==> src/rtl/mdio_pkg.sv <==
// Package: shared constants of the management frame master.
// Assumes a 64-bit-time frame: 32 preamble ones followed by a 32-bit command word.
package mdio_pkg;
    localparam int          BIT_W     = 6;
    localparam int          PRE_LEN   = 32;
    localparam int          EVT_BIT   = 23;
    localparam int          OP_HI     = 29;
    localparam int          OP_LO     = 28;
    localparam logic [1:0]  OP_READ   = 2'b10;
    localparam logic [BIT_W-1:0] B_DATA0 = 6'd32;  // first command bit time
    localparam logic [BIT_W-1:0] B_REL   = 6'd46;  // read releases line here
    localparam logic [BIT_W-1:0] B_CAP   = 6'd48;  // first sampled read bit
    localparam logic [BIT_W-1:0] B_LAST  = 6'd63;  // final bit time
endpackage

==> src/rtl/mdio_clkgen.sv <==
// Module: MDC generator. Produces MDC low for HALF clocks then high for HALF
// clocks while run is high, plus one-cycle ticks marking the clock in which
// MDC is about to rise or fall. Assumes half is nonzero whenever run is high.
module mdio_clkgen #(
    parameter int SPD_W = 8
) (
    input  logic             clk,
    input  logic             rst_n,
    input  logic             run,
    input  logic [SPD_W-1:0] half,
    output logic             mdc,
    output logic             tick_rise,
    output logic             tick_fall
);
    logic [SPD_W-1:0] cnt_q;
    logic             mdc_q;
    logic             at_end;

    assign at_end    = (cnt_q == half - SPD_W'(1));
    assign tick_rise = run && at_end && !mdc_q;
    assign tick_fall = run && at_end && mdc_q;
    assign mdc       = mdc_q;

    // Half-period counter and MDC toggle; parked low while not running.
    always_ff @(posedge clk) begin
        if (!rst_n) begin
            cnt_q <= '0;
            mdc_q <= 1'b0;
        end else if (!run) begin
            cnt_q <= '0;
            mdc_q <= 1'b0;
        end else if (at_end) begin
            cnt_q <= '0;
            mdc_q <= ~mdc_q;
        end else begin
            cnt_q <= cnt_q + SPD_W'(1);
        end
    end

    AST_MDC_RISE_WHILE_RUN: assert property (@(posedge clk) disable iff (!rst_n)
        $rose(mdc_q) |-> $past(run));
endmodule

==> src/rtl/mdio_seq.sv <==
// Module: frame sequencer. Tracks the bit time, presents preamble and command
// bits on the line, releases the line for read turnaround and data, and
// shifts in read data on MDC rising ticks. Assumes cmd is stable while run.
module mdio_seq
    import mdio_pkg::*;
(
    input  logic        clk,
    input  logic        rst_n,
    input  logic        run,
    input  logic [31:0] cmd,
    input  logic        tick_rise,
    input  logic        tick_fall,
    input  logic        mdio_i,
    output logic        mdio_o,
    output logic        mdio_oe,
    output logic [15:0] rd_word,
    output logic        frame_done
);
    logic [BIT_W-1:0] bit_q;
    logic [15:0]      sh_q;
    logic [63:0]      frame;
    logic             is_read;

    assign is_read    = (cmd[OP_HI:OP_LO] == OP_READ);
    assign frame      = {{PRE_LEN{1'b1}}, cmd};
    assign frame_done = tick_fall && (bit_q == B_LAST);
    assign mdio_oe    = run && (!is_read || (bit_q < B_REL));
    // ~bit_q selects frame bit 63 - bit_q, i.e. most significant first.
    assign mdio_o     = mdio_oe && frame[~bit_q];
    assign rd_word    = sh_q;

    // Bit-time counter, advanced at each MDC fall; read data shift register.
    always_ff @(posedge clk) begin
        if (!rst_n) begin
            bit_q <= '0;
            sh_q  <= '0;
        end else begin
            if (!run)
                bit_q <= '0;
            else if (tick_fall)
                bit_q <= (bit_q == B_LAST) ? '0 : bit_q + 6'd1;
            if (tick_rise && is_read && (bit_q >= B_CAP))
                sh_q <= {sh_q[14:0], mdio_i};
        end
    end

    AST_PREAMBLE_ONES: assert property (@(posedge clk) disable iff (!rst_n)
        (run && bit_q < B_DATA0) |-> (mdio_o && mdio_oe));
    AST_BIT_ONLY_ON_FALL: assert property (@(posedge clk) disable iff (!rst_n)
        (run && !tick_fall) |=> $stable(bit_q));
    AST_READ_RELEASE: assert property (@(posedge clk) disable iff (!rst_n)
        (run && is_read && bit_q >= B_REL) |-> !mdio_oe);
    AST_WRITE_DRIVES: assert property (@(posedge clk) disable iff (!rst_n)
        (run && !is_read) |-> mdio_oe);
endmodule

==> src/rtl/mdio_master.sv <==
// Module: management frame master top. Holds the command/data word, the
// latched speed, the sticky completion flag and busy; launches a frame on a
// command write when idle and the speed is nonzero. Assumes one PHY-side
// device on the line and software that writes the turnaround bits itself.
module mdio_master
    import mdio_pkg::*;
#(
    parameter int SPD_W = 8
) (
    input  logic             clk,
    input  logic             rst_n,
    input  logic             cmd_wr,
    input  logic [31:0]      cmd_wdata,
    input  logic             spd_wr,
    input  logic [SPD_W-1:0] spd_wdata,
    input  logic             evt_wr,
    input  logic [31:0]      evt_wdata,
    output logic [31:0]      mgmt_data,
    output logic [31:0]      evt_flags,
    output logic             busy,
    output logic             mdc,
    input  logic             mdio_i,
    output logic             mdio_o,
    output logic             mdio_oe
);
    logic [SPD_W-1:0] spd_q;
    logic [SPD_W-1:0] half_q;
    logic [31:0]      data_q;
    logic             busy_q;
    logic             evt_q;
    logic             launch;
    logic             is_read;
    logic             tick_rise;
    logic             tick_fall;
    logic             frame_done;
    logic [15:0]      rd_word;
    logic             unused_evt_bits;

    assign launch          = cmd_wr && !busy_q && (spd_q != '0);
    assign is_read         = (data_q[OP_HI:OP_LO] == OP_READ);
    assign unused_evt_bits = ^{evt_wdata[31:EVT_BIT+1], evt_wdata[EVT_BIT-1:0]};
    assign mgmt_data       = data_q;
    assign busy            = busy_q;

    // Speed register, written freely; sampled only at launch.
    always_ff @(posedge clk) begin
        if (!rst_n)      spd_q <= '0;
        else if (spd_wr) spd_q <= spd_wdata;
    end

    // Launch/complete control: command word, latched half-period, busy.
    always_ff @(posedge clk) begin
        if (!rst_n) begin
            data_q <= '0;
            half_q <= '0;
            busy_q <= 1'b0;
        end else if (launch) begin
            data_q <= cmd_wdata;
            half_q <= spd_q;
            busy_q <= 1'b1;
        end else if (frame_done) begin
            busy_q <= 1'b0;
            if (is_read) data_q[15:0] <= rd_word;
        end
    end

    // Sticky completion flag; a completion beats a same-cycle clear.
    always_ff @(posedge clk) begin
        if (!rst_n)                        evt_q <= 1'b0;
        else if (frame_done)               evt_q <= 1'b1;
        else if (evt_wr && evt_wdata[EVT_BIT]) evt_q <= 1'b0;
    end

    // Event word view: only the completion bit is populated.
    always_comb begin
        evt_flags          = '0;
        evt_flags[EVT_BIT] = evt_q;
    end

    mdio_clkgen #(.SPD_W(SPD_W)) u_clkgen (
        .clk       (clk),
        .rst_n     (rst_n),
        .run       (busy_q),
        .half      (half_q),
        .mdc       (mdc),
        .tick_rise (tick_rise),
        .tick_fall (tick_fall)
    );

    mdio_seq u_seq (
        .clk        (clk),
        .rst_n      (rst_n),
        .run        (busy_q),
        .cmd        (data_q),
        .tick_rise  (tick_rise),
        .tick_fall  (tick_fall),
        .mdio_i     (mdio_i),
        .mdio_o     (mdio_o),
        .mdio_oe    (mdio_oe),
        .rd_word    (rd_word),
        .frame_done (frame_done)
    );

    AST_MDC_IDLE_LOW: assert property (@(posedge clk) disable iff (!rst_n)
        !busy_q |-> !mdc);
    AST_BUSY_IGNORES_CMD: assert property (@(posedge clk) disable iff (!rst_n)
        (busy_q && cmd_wr && !frame_done) |=> $stable(data_q));
    AST_DONE_SETS_EVT: assert property (@(posedge clk) disable iff (!rst_n)
        frame_done |=> evt_flags[EVT_BIT]);
    AST_BUSY_FALL_WITH_EVT: assert property (@(posedge clk) disable iff (!rst_n)
        $fell(busy_q) |-> evt_q);
    AST_ZERO_SPEED_IDLE: assert property (@(posedge clk) disable iff (!rst_n)
        (spd_q == '0 && !busy_q) |=> !busy_q);
endmodule

==> config.mk <==
export PLATFORM = sky130hd
export DESIGN_NAME = mdio_master
export DESIGN_NICKNAME = d
export VERILOG_FILES = /design/src/rtl/mdio_pkg.sv /design/src/rtl/mdio_clkgen.sv /design/src/rtl/mdio_seq.sv /design/src/rtl/mdio_master.sv
export SDC_FILE = /design/constraint.sdc
export NUM_CORES = 1
export LEC_CHECK = 0
export BUFFER_PORTS_ARGS = -buffer_cell sky130_fd_sc_hd__buf_2
export CORE_UTILIZATION = 50
export DETAILED_ROUTE_END_ITERATION = 8
export PLACE_DENSITY = 0.84
export SLEW_MARGIN = 20
export SYNTH_ARGS = -nofsm -noshare
export SYNTH_HDL_FRONTEND = slang
export SYNTH_SLANG_ARGS = --single-unit
==> constraint.sdc <==
create_clock -name clk -period 2.9 [get_ports clk]
set_input_delay 0.145 -clock clk [delete_from_list [all_inputs] [get_ports clk]]
set_output_delay 0.145 -clock clk [all_outputs]
set_load 0.02 [all_outputs]
==> impl.org <==
** Finish
- The area growth from synthesis to layout is 13.8%.
- Area taken by multi-input logic gates :: between 2000 and 2500 µm²
- Registers take 1620 µm².
- Layout net count :: 572
- In the final layout, the share of cells above drive strength 1 is 0.274.
- Number of inserted diodes :: 0
- Fill cells in the final layout number 654.
- Finished Core Util :: 0.592
- After routing the design area is 4600 µm².

** Clock tree
- Counting the buffers created by CTS gives 9.
- Buffer depth of the longest clock path :: 2
- The clock tree synthesis step divided the H-tree into 3 levels.
- CTS Root Buffer Type :: clkbuf_8
- TritonCTS built the clock tree.
- Insertion delay to the later sink of the worst-skew pair :: 0.36 ns
- Clock transition at path regs :: 0.08 ns
- TritonCTS sink count :: a little over 80

** Power
- Of the total power, the share spent switching nets is 0.276.
- Switch Pwr :: 0.725 mW
- The share of total power dissipated in the clock network is 0.377.
- Internal power comes to 1.90 mW.
- In this run the static leakage power is 2.06 nW.
- Sequential share of power :: 0.465
- The share of total power dissipated in combinational logic is 0.158.
- For this design the ratio of total power to cell area is 572 nW/µm².
- Maximum VDD drop :: around 0.33 mV

** Global route
- For this run, the total global-route usage over all layers was measured as 0.210.
- Wire length of the first global-routing pass :: 14100 µm
- Via count of the first global-routing pass :: 2967
- The total overflow left after global routing is 0.
- Largest net degree at the start of global routing :: 40
- Antenna violations before repair :: 0

** STA
- Across the routed clock network, the largest skew measured is 0.0123 ns.
- After layout, the minimum clock period comes to 2.52 ns.
- For the final routed database, the setup TNS stands at 0 ns.
- At the pin with the least slew margin, the transition time is 0.916 ns.
- Maximum achievable frequency :: 396 MHz
- The max-slew violation count was 0.
- Ratio of final minimum period to clock period :: 0.870
- Max_slew headroom :: 0.389
- Count of final setup violators :: 0
- Setup repair after global routing left no endpoint under its margin.
- Hold violation total from the final report :: 0

** Worst hold path
- The min-delay analysis places its worst path in the category in -> reg.

** Synth
- Of the total synthesized cell area, the portion taken by AND, OR, NAND and NOR gates is 0.156.
- Ys flop type :: dfxtp_1
- By area, the combinational part of the netlist is dominated by simple AND/OR/NAND/NOR gates.
- Part of the Yosys area used for sequential elements :: 0.401
- Flip-flop and latch count after synthesis :: slightly above 80
- Measured against the total synthesized area, the mux share comes to 0.140.
- After synthesis, the netlist uses 54 different library cells.
- In this run the cell area of the synthesized design comes to around 4000 µm².
- Of the total synthesized cell area, the portion taken by full adders, half adders and majority gates is 0.00929.
- Yosys top cell area share :: 0.401
- Yosys mapped a number of flops with a built-in enable equal to 0.
- Post-synth top area cell :: dfxtp_1
- Proportion of synthesized flip-flops having asynchronous set or reset :: 0
- Of the total synthesized cell area, the portion taken by XOR and XNOR cells is 0.0390.
- Counting every instance in the synthesized netlist gives about 420.
- Synth area leaders :: dfxtp_1 40%, mux2i_1 8.4%, nand2_1 7.7%
- For this run, the number of Yosys warnings is 0.
- Synth Area per Inst :: about 9.5 µm²
- Area fraction in compound gates after synthesis :: 0.154

** Worst setup path
- STA classifies the critical path startpoint as a flip-flop.
- Library cell contributing the largest single delay on the critical path :: dfxtp_1
- Grouping stages by cell kind, the critical path spends the most delay in multiplexers.
- Worst-path maximum fanout :: 10
- CP arrival :: 2.38 ns
- Total buffers and inverters traversed by the critical path :: 1
- Cells along the critical path :: mux4_2, mux4_2, mux2i_1, a21boi_0, buf_2
- By instance count, the cell type seen most on the critical path is mux4_2.
- Register-to-register path setup slack :: 0.45 ns
- Data required time of the critical path :: 2.76 ns
- Category of the worst setup path capture point :: primary output
- Critical setup path kind :: reg -> out
- In this design, the stage delay of the slowest critical-path cell is 0.61 ns.

** Floorplan
- Number of I/O pins :: around 150
- Number of placement rows :: 32
- Core outline area :: 7770 µm²
- DIE AREA :: 8440 µm²
- Effective utilization at floorplan :: 0.520
- The die is between 90 and 100 µm tall.
- The die is a little over 90 µm wide.

** Route
- Router iterations before antenna repair :: 4
- Post-route DRC :: 0
- Final ANT Viol Nets :: 0
- The routed layout has 3102 vias.
- Wires add up to between 8000 and 9000 µm.
- DR iter-0 viols :: 171
- After detailed routing, the average wire length per cell comes to 13.8 µm.
- Vias per std cell :: 5.19

** Run
- Max-Cap Viols :: 0

** Place
- The placed instances occupy a cell area of 4350 µm².
- Routability-driven placement finished with a final weighted congestion of 0.804.
- Count of input and output buffers :: 83
- Detailed placement finished with a half-perimeter wire length of 6000 µm.

** Run status
- Run status :: finished, final reports clean
==> worst register-to-register path, stage by stage (launching register included) <==
cell and delay, ns:
dfxtp_1 0.36, nor4_2 0.45, o21ai_1 0.15, a32oi_1 0.30, a21oi_2 0.13, o211ai_4 0.55, mux2i_1 0.31, a21oi_1 0.09
==> state kept, by name (all words and copies together), names as in the netlist <==
name            count
busy                1
evt_q               1
half_q              8
mgmt_data          32
spd_q               8
u_clkgen.cnt_q      8
u_clkgen.mdc        1
u_seq.bit_q         6
u_seq.rd_word      16
==> stage by stage <==
| step | hold slack [ns] | setup WS, ns | std cells | power [mW] |
|---|---|---|---|---|
| finish | 0.0160 | 0.376 | 598 | 2.63 |
| global route | 0.0116 | 0.211 | 598 | 2.73 |
| CTS | 0.00913 | 0.105 | 598 | 2.64 |
| detailed placement | 0.396 | 0.498 | 582 | 1.66 |
| global placement | 0.397 | 0.524 | 582 | 1.65 |
| floorplan | 0.284 | 0.685 | 453 | 1.56 |
==> synthesized netlist by cell type, types with 2 or more instances <==
master	number
a21boi_0	26
a21oi_1	8
a31o_2	2
a32oi_1	2
and3_1	2
buf_2	6
buf_4	32
buf_6	2
clkbuf_1	17
dfxtp_1	81
ha_1	3
inv_1	4
mux2i_1	34
mux4_2	10
nand2_1	83
nand2_4	2
nand2b_1	3
nand3_1	6
nand3b_1	2
nor2_1	17
nor2b_1	8
nor3_1	2
nor4_1	2
o21a_1	10
o21ai_0	6
o221a_2	9
xnor2_1	10
xor2_1	8
==> metal layers <==
layer  track usage  up-vias  routed length, µm
met4        0.0846        0                160
met1         0.253     1471               3570
met5             0        -                  0
li1              -     1532                  -
met2         0.356       85               4130
met3        0.0539       14                413
==> path summary, 6_finish.rpt <==
path                                      from               end  depth (start not counted)
worst max-delay path            u_seq.bit_q[2]            mdio_o                          5
worst min-delay path                    mdio_i  u_seq.rd_word[0]                          3
worst max register to register       half_q[3]     mgmt_data[12]                          7
worst min register to register        spd_q[0]         half_q[0]                          2
==> layout by cell type (no fill, tap or decap), types with 2 or more instances in the layout <==
master	synthesis	routed
nand2_1	83	83
buf_2	6	83
dfxtp_1	81	80
mux2i_1	34	34
conb_1	1	31
a21boi_0	26	26
nor2_1	17	17
mux4_2	10	10
xnor2_1	10	10
o21a_1	10	10
o221a_2	9	9
clkbuf_8	0	9
xor2_1	8	8
a21oi_1	8	8
nor2b_1	8	8
nand3_1	6	6
o21ai_0	6	6
inv_1	4	4
nand2b_1	3	3
ha_1	3	3
bufinv_16	0	3
buf_4	32	3
nor4_1	2	2
nand3b_1	2	2
and3_1	2	2
a32oi_1	2	2
nor3_1	2	2
nand2_4	2	2
a31o_2	2	2
clkinvlp_4	0	2
==> area by class of cell <==
| cell class | count | share of cell area |
|---|---|---|
| Inverter | 4 | 0.00327 |
| Timing Repair Buffer | 87 | 0.0996 |
| Tap cell | 102 | 0.0278 |
| Clock buffer | 9 | 0.0270 |
| Sequential cell | 81 | 0.353 |
| Multi-Input combinational cell | 308 | 0.463 |
| Clock inverter | 7 | 0.0259 |
==> timing repair <==
action / 4_1_cts / 5_1_grt
setup buffers: 0 / 0
hold buffers: 0 / 0
endpoints found under the setup margin: 0 / 1
resized for setup: 0 / 1
==> power groups by stage <==
stage,Sequential (mW),Clock (mW),Combinational (mW)
floorplan,1.29,0,0.269
detailed placement,1.25,0,0.414
global route,1.23,1.05,0.454
finish,1.22,0.990,0.416
CTS,1.22,1.00,0.417
global placement,1.24,0,0.407
==> cell families (layout without fill, tap and decap cells) <==
logic type      after synthesis  count (layout)
flops                        81              81
buf+inv                      64             107
compound gates               76              76
simple gates                136             136
xor+xnor                     18              18
other cells                   1              31
fa+ha+maj                     3               3
mux                          44              44
Power figures use the tool's default switching activity.
